### config.mk
export PLATFORM = sky130hd
export DESIGN_NAME = rdseq_wait
export DESIGN_NICKNAME = d
export VERILOG_FILES = /design/src/rtl/rdseq_wait.sv
export SDC_FILE = /design/constraint.sdc
export NUM_CORES = 1
export LEC_CHECK = 0
export BUFFER_PORTS_ARGS = -buffer_cell sky130_fd_sc_hd__clkbuf_2
export CAP_MARGIN = 20
export CORE_MARGIN = 3
export CORE_UTILIZATION = 44
export DETAILED_ROUTE_END_ITERATION = 7
export PLACE_DENSITY = 0.78
export SYNTH_ARGS = -nofsm -noshare
export SYNTH_HDL_FRONTEND = slang
export SYNTH_SLANG_ARGS = --single-unit
### constraint.sdc
create_clock -name clk -period 2.1 [get_ports clk]
set_clock_uncertainty 0.2 [all_clocks]
set_input_delay 0.21 -clock clk [delete_from_list [all_inputs] [get_ports clk]]
set_output_delay 0.21 -clock clk [all_outputs]
set_load 0.02 [all_outputs]
### src/rtl/rdseq_wait.sv
module rdseq_wait #(
  parameter int AW       = 16,
  parameter int DW       = 16,
  parameter int MIN_WAIT = 0
) (
  input  logic          clk,
  input  logic          rst,
  input  logic          start,
  input  logic [AW-1:0] addr_in,
  input  logic          ack_n,
  input  logic [DW-1:0] rd_data,
  output logic [AW-1:0] addr_out,
  output logic          ce_n,
  output logic          oe_n,
  output logic [DW-1:0] data_out,
  output logic          done
);
  localparam int WCW = $clog2(MIN_WAIT + 2);

  typedef enum logic [1:0] {S_IDLE, S_T1, S_T2, S_T3} st_t;

  st_t            st;
  logic           ack_q;
  logic [WCW-1:0] wcnt;

  wire floor_met = (wcnt >= WCW'(MIN_WAIT));
  wire go_t3     = ack_q && floor_met;

  assign ce_n = (st == S_IDLE);
  assign oe_n = (st == S_IDLE);

  always_ff @(posedge clk) begin
    if (rst) begin
      st       <= S_IDLE;
      ack_q    <= 1'b0;
      wcnt     <= '0;
      addr_out <= '0;
      data_out <= '0;
      done     <= 1'b0;
    end else begin
      ack_q <= ~ack_n;
      done  <= 1'b0;
      case (st)
        S_IDLE: if (start) begin
          addr_out <= addr_in;
          st       <= S_T1;
        end
        S_T1: begin
          wcnt <= '0;
          st   <= S_T2;
        end
        S_T2: begin
          if (go_t3) st <= S_T3;
          else if (!floor_met) wcnt <= wcnt + WCW'(1);
        end
        S_T3: begin
          data_out <= rd_data;
          done     <= 1'b1;
          st       <= S_IDLE;
        end
        default: st <= S_IDLE;
      endcase
    end
  end
endmodule

=== After elaboration in Yosys (flattened, before gate mapping) ===
Index checks and enable logic that the tools add are counted.

* Bits in registers: 37
* Input port bits: 36

* Add/subtract/negate cells: 1
* Order comparisons: 1
* Equality and inequality tests: 7
* Mux-type cells: 7
* Bitwise operators: 1
* Reductions and logical operators: 6

{| class="wikitable"
|+ Operators by type and width
! kind !! number
|-
| 2-bit inequality test, second input constant || 4
|-
| 2-bit case mux with 4 select lines || 1
|-
| 2-bit == test, second input constant || 2
|-
| 2-bit two-way mux || 2
|-
| 2-bit AND reduction || 2
|-
| 1-bit two-way mux || 3
|-
| 3-bit AND reduction || 1
|-
| 2-bit by 1-bit == test with 1-bit output, second input constant || 1
|-
| 2-bit logical NOT || 1
|-
| 1-bit case mux with 2 select lines || 1
|-
| 2-bit nonzero test || 1
|-
| 1-bit adder, second input constant || 1
|-
| 1-bit >= comparator, second input constant || 1
|-
| 1-bit logical AND || 1
|-
| 1-bit inverter || 1
|}

=== Depth between registers and ports, before layout ===
Gate-level depths: netlist (run 1).

* Depth in word-level cells: 4
* Mapped depth: 7
* Mapped depth without buffers: 5

=== Worst setup path before layout (run 1) ===
Ideal clock, no wire load.

* Kind: reg2reg
* Start point: register st[0]
* End point: register st[0]
* Library setup time: 0.116 ns
* Data arrival time: 1.277 ns
* Required time: 1.784 ns
* Path slack: 0.507 ns
* Cell stages (with the launch flop): 6
* Path buffers: 0
* Clock period less this slack: 1.593 ns
* Cell sequence: dfxtp_1 -> inv_1 -> ha_1 -> nor2b_1 -> or3_1 -> o211a_1

* Cells in the longest elaborated chain, start to end: 3

{| class="wikitable"
|+ RTL lines
! what !! RTL line !! text
|-
| from (decl) || 22 || <nowiki>st_t st;</nowiki>
|-
| from (signal assigned) || 34 || <nowiki>st <= S_IDLE;</nowiki>
|-
| from (signal assigned) || 46 || <nowiki>st <= S_T1;</nowiki>
|-
| from (signal assigned) || 50 || <nowiki>st <= S_T2;</nowiki>
|-
| 2-bit logical NOT (*) || - ||
|-
| net ce_n || 13 || <nowiki>output logic ce_n,</nowiki>
|-
| 2-bit inequality test (no line) || - ||
|-
| 2-bit AND reduction (no line) || - ||
|}

Mark *: on every way through the listed nets, which the timed path passes. The rest lies on a longest branch.
A chain may end at the register's enable or synchronous reset.

=== Final worst setup path (run 1) ===
* Start point: register st[1]
* End point: register addr_out[12]

* Cells in the longest elaborated chain, start to end: 2

{| class="wikitable"
|+ RTL lines
! what !! RTL line !! text
|-
| 2-bit logical NOT || 43 || <nowiki>case (st)</nowiki>
|-
| 2-bit AND reduction (no line) || - ||
|-
| to (signal assigned) || 45 || <nowiki>addr_out <= addr_in;</nowiki>
|-
| to (decl) || 12 || <nowiki>output logic [AW-1:0] addr_out,</nowiki>
|}

No other way between the ends.

==> results.yml, run 1 <==
outcome:
  outcome: "completed"
placement:
  dp_cells: 250
  dp_hpwl_um: 2246
  place.gp.congestion: 0.6992
  portBuffers: 70
  pre_cts_ws_ps: 468.9
worst_setup_path:
  r2r_end: "addr_out[12]"
  cp_data_arrival_time_ps: 1730
  critPathLaunchType: "flop"
  reg2reg_setup_slack_ps: 440
  required_ps: 2170
  cp-startpoint: "st[1]"
  r2r_cells: 5
  end_kind: "flop"
  path_class: "reg -> reg"
  crit_fanout: 16
  cp-endpoint: "addr_out[12]"
  r2r_start: "st[1]"
sta:
  hold_viol_final: 0
  finalCritPeriodShare: 0.7891
  slew_headroom: 0.6651
  finalMaxSlewViolations: 0
  fin_crit_ps: 1657
  fmax_ghz: 0.6034
  setup_slack_ps: 442.8
  setup_tns_ps: 0
  finalSetupViolCount: 0
  tightest_slew_ps: 501.2
  rsz0062_at_grt: "false"
layout:
  utilization: 0.7412
  fin_nets: 288
  fin_cells: 290
  final_cell_mix: "clkbuf_2 (70), dfxtp_1 (36), dlygate4sd3_1 (33)"
  final_common_cell: "clkbuf_2"
  drive_above_1_share: 0.3750
  area_delta_synth_final_pct: 53.39
  n_antenna_cell: 0
routing:
  dr_total_vias: 1302
  wl_um: 3605
  postRouteAntennaNets: 0
  wire_per_inst_um: 12.43
  drtIter0Drc: 43
  drc_errors: 0
  detail_route.vias_per_cell: 4.490
  first_pass_iters: 4
yosys:
  ys_types: 17
  ys_ff_latch: 36
  synth.cell_area_um2: 1401
  syn_nets: 185
  synth-seq-area-share: 0.5143
  netlist_instances: 145
  synth_area_per_cell_um2: 9.664
  ys.warnings.count: 0
global_route:
  grt_pass1_vias: 1365
  track_usage: 0.2010
  grt_max_degree: 21
  grt_pass1_wl_um: 6134
  antenna_found_initial: 0
  overflow: 0
clocking:
  tritoncts: "built"
  cts_resized: 0
  cts.sinks: 36
  clock_latency_ps: 330
  ctsLongestPathBuffers: 2
  path_clk_slew_ps: 100
  numCtsBuffers: 5
  ctsHtreeMaxLevel: 2
  cts_root_buf: "clkbuf_4"
hold_path:
  whs_path_depth: 2
  min_path_type: "in -> reg"
floorplanning:
  dieHeight_um: 62.44
  core-area_um2: 2900
  die-area_um2: 3898
  io_pins: 71
  initial_core_util: 0.4832
  fp.dieW_um: 62.44
  rows: 19
flow_run:
  cap_viol_max_count: 0
pwr:
  pwr_density_cell_nw_per_um2: 897.6
  vdd_drop_max_mv: 0.6396
  leakagePower_nw: 0.9847
## kinds of logic (layout without fill, tap and decap cells)
family	after synthesis	after routing	share of synthesized area
simple gates	56	56	0.1625
flops	36	36	0.5143
mux	17	17	0.1214
buf+inv	14	117	0.07142
fa+ha+maj	4	4	0.03572
compound gates	18	18	0.09464
## worst min-delay path by stage
stage	slack, ps	endpoint	startpoint
after CTS	80	ack_q	rst
after global placement	180	ack_q	ack_n
final	90	ack_q	rst
after global routing	100	data_out[5]	rst
after floorplan	80	ack_q	ack_n
after detailed placement	180	ack_q	ack_n
## sequential cells by signal (all words and copies together), names as in the netlist
register	flops
done	1
data_out	16
ack_q	1
st	2
addr_out	16
## metal layers
metal / track usage / vias to the layer above / routed length, um / part of all wire
met1: 0.1978 / 596 / 1367 / 0.38
li1: - / 667 / - / -
met3: 0.07734 / 2 / 203 / 0.056
met5: 0 / - / 0 / 0
met4: 0.05785 / 0 / 17 / 0.0047
met2: 0.3848 / 37 / 2017 / 0.56
## worst max-delay path: stages, from the launching register on
cell,delay (ps)
dfxtp_1,400
inv_1,80
ha_1,230
nand2_1,400
nand2_1,150
a21oi_2,150
## synth_stat cells
cell | number | share of area
a21oi_1 | 7 | 0.025
a21oi_2 | 10 | 0.062
and2_1 | 1 | 0.0045
buf_12 | 1 | 0.014
buf_2 | 4 | 0.014
buf_4 | 3 | 0.016
buf_6 | 2 | 0.016
dfxtp_1 | 36 | 0.51
ha_1 | 4 | 0.036
inv_1 | 4 | 0.011
mux2i_1 | 17 | 0.12
nand2_1 | 32 | 0.086
nand2_2 | 3 | 0.013
nor2_1 | 17 | 0.046
nor2b_1 | 2 | 0.0089
o211a_1 | 1 | 0.0071
or3_1 | 1 | 0.0045
## what timing repair did
item	CTS	global route
endpoints found under the hold margin	33	0
hold buffers	33	0
setup buffers	0	0
## power by group
part / switching (mW) / internal (mW)
Clock: 0.213 / 0.190
Sequential: 0.0609 / 0.791
Combinational: 0.403 / 0.272
Total: 0.677 / 1.25
## area by class of cell
| type | instances | area, um2 |
|---|---|---|
| multi-input combinational | 95 | 580.6 |
| timing repair buffer | 106 | 715.7 |
| fill | 236 | 750.7 |
| clock buffer | 7 | 65.06 |
| inverter | 4 | 15.01 |
| sequential | 36 | 720.7 |
| tap | 42 | 52.55 |
## metrics by stage
step | power, mW | instance area (um2) | hold slack, ps
3_5_place_dp | 1.494 | 1754 | 180.4
4_1_cts | 1.941 | 2150 | 78.18
2_1_floorplan | 1.343 | 1401 | 82.38
5_1_grt | 2.041 | 2150 | 103.4
6_report | 1.929 | 2150 | 89.39
3_3_place_gp | 1.480 | 1754 | 183.7
No activity file was read; power rests on OpenSTA's default activity.
==> run 2, diff against run 1 <==
--- a/config.mk
+++ b/config.mk
@@ -8,9 +8,9 @@
 export BUFFER_PORTS_ARGS = -buffer_cell sky130_fd_sc_hd__clkbuf_2
 export CAP_MARGIN = 20
 export CORE_MARGIN = 3
-export CORE_UTILIZATION = 44
+export CORE_UTILIZATION = 40
 export DETAILED_ROUTE_END_ITERATION = 7
-export PLACE_DENSITY = 0.78
+export PLACE_DENSITY = 0.74
 export SYNTH_ARGS = -nofsm -noshare
 export SYNTH_HDL_FRONTEND = slang
 export SYNTH_SLANG_ARGS = --single-unit
==> constraint.sdc (replaced) <==
create_clock -name clk -period 1.4 [get_ports clk]
set_clock_uncertainty 0.2 [all_clocks]
set_input_delay 0.14 -clock clk [delete_from_list [all_inputs] [get_ports clk]]
set_output_delay 0.14 -clock clk [all_outputs]
set_load 0.02 [all_outputs]
==> run 2 against run 1 <==
The flow now finishes with violations (setup timing). Flip-flop and latch count did not move. Via count rose by 4.1%. Hold slack got worse by 46 ps. Power rose by 78%.
==> results.yml, run 2 (synthesis results as in run 1) <==
worst_setup_path:
  required_ps: 1440
  crit_path_top_delay_cell: "or3_1"
  crit_fanout: 3
  r2r_cells: 4
  crit_family: "simple AND/OR/NAND/NOR gates"
  reg2reg_setup_slack_ps: -90
  cp_data_arrival_time_ps: 1530
  r2r_end: "st[0]"
  end_kind: "flop"
  cp-startpoint: "st[1]"
  r2r_start: "st[1]"
  crit_chain: "buf_4, ha_1, or3_1, o211a_1"
  critPathLaunchType: "flop"
  path_class: "reg -> reg"
  crit_buf_inv: 1
  cpPeakStageDelay_ps: 370
layout:
  n_fill_cell: 257
  utilization: 0.7363
  n_antenna_cell: 0
  fin_nets: 297
  final_common_cell: "clkbuf_2"
  reg_top3: "addr_out (16), data_out (16), st (2)"
  multi_input_area_um2: 636.9
  ff_latch_area_um2: 723.2
  area_delta_synth_final_pct: 68.30
  final_cell_mix: "clkbuf_2 (68), dfxtp_1 (34), dlygate4sd3_1 (34)"
  drive_above_1_share: 0.4380
pwr:
  power_frac_clock: 0.238
  swShare: 0.3306
  total_power_mw: 3.431
  pwr-share-comb: 0.388
  seqPwrFrac: 0.373
  p_sw_mw: 1.134
  power.internal_mw: 2.297
  leakagePower_nw: 1.068
  vdd_drop_max_mv: 0.9397
  pwr_density_cell_nw_per_um2: 1455
sta:
  finalCritPeriodShare: 1.065
  slew_headroom: 0.8395
  fmax_ghz: 0.6708
  fin_hold_ws_ps: 43.54
  setup_tns_ps: -254.3
  finalMaxSlewViolations: 0
  fin_crit_ps: 1491
  finalSetupViolCount: 3
  tightest_slew_ps: 240.8
  rsz0062_at_grt: "true"
  setup_slack_ps: -90.73
  hold_viol_final: 0
global_route:
  grt_max_degree: 17
  overflow: 0
  grt_pass1_wl_um: 6175
  antenna_found_initial: 0
  grt_pass1_vias: 1408
  track_usage: 0.1918
clocking:
  cts.sinks: 36
  ctsLongestPathBuffers: 2
  cts_root_buf: "clkbuf_4"
  path_clk_slew_ps: 100
  tritoncts: "built"
  numCtsBuffers: 5
  ctsHtreeMaxLevel: 2
  clock_latency_ps: 340
placement:
  portBuffers: 70
  place.gp.congestion: 0.7095
  pre_cts_ws_ps: -43.94
  dp_hpwl_um: 2322
routing:
  wire_per_inst_um: 13.20
  drtIter0Drc: 40
  dr_total_vias: 1356
  drc_errors: 0
  detail_route.vias_per_cell: 4.490
  first_pass_iters: 2
  wl_um: 3985
  postRouteAntennaNets: 0
floorplanning:
  fp.dieW_um: 65.19
  initial_core_util: 0.4375
  io_pins: 71
  dieHeight_um: 65.19
  rows: 20
  die-area_um2: 4250
  core-area_um2: 3203
outcome:
  violations: "setup timing"
  outcome: "complete, but fails checks"
hold_path:
  min_path_type: "in -> reg"
  whs_path_depth: 4
  worst_hold_path.endpoint: "st[1]"
  worstHoldStart: "start"
flow_run:
  cap_viol_max_count: 0
## run 2: metal layers
| metal | wire length [um] | share of wire | track usage | vias up |
|---|---|---|---|---|
| li1 | - | - | - | 687 |
| met1 | 1513 | 0.38 | 0.1768 | 620 |
| met2 | 2207 | 0.55 | 0.3919 | 41 |
| met3 | 192 | 0.048 | 0.05470 | 8 |
| met4 | 70 | 0.018 | 0.06218 | 0 |
| met5 | 0 | 0 | 0 | - |
## run 2: tightest hold or removal path, stage by stage
cell	delay, ps
clkbuf_2	120
nor2b_4	130
a21oi_2	60
mux2i_1	110
## run 2: power groups by stage
stage	Sequential, mW	Combinational, mW	Clock, mW
floorplan	1.47	0.593	0
global placement	1.30	1.05	0
detailed placement	1.31	1.08	0
CTS	1.28	1.25	0.837
global route	1.30	1.43	0.882
finish	1.28	1.33	0.818
## run 2: how the worst max path moves through the flow
stage	slack [ps]	cells after the start	endpoint
finish	-90	4	st[0]
floorplan	-10	5	st[0]
CTS	-110	4	ce_n
global route	-130	4	ce_n
global placement	6	5	st[0]
detailed placement	-40	5	st[0]
## run 2: final cells by class
cell class,count,share of cell area
flip-flops and latches,36,0.3066
clock inverters,1,0.01273
inverters,4,0.006366
clock buffers,7,0.02759
repair buffers,115,0.3533
well taps,44,0.02334
multi-input cells,95,0.2700
## run 2: what timing repair did
item / in CTS / in global routing
hold endpoints to repair: 33 / 0
setup buffers: 2 / 0
hold buffers: 34 / 0
pin swaps: 2 / 0
setup endpoints to repair: 15 / 36
gates resized for setup: 5 / 13
gates cloned: 0 / 1
## run 2: through the flow
stage | instance area [um2] | std cells
floorplan | 1424 | 145
global placement | 1829 | 257
detailed placement | 1829 | 257
CTS | 2301 | 301
global route | 2359 | 302
finish | 2359 | 302
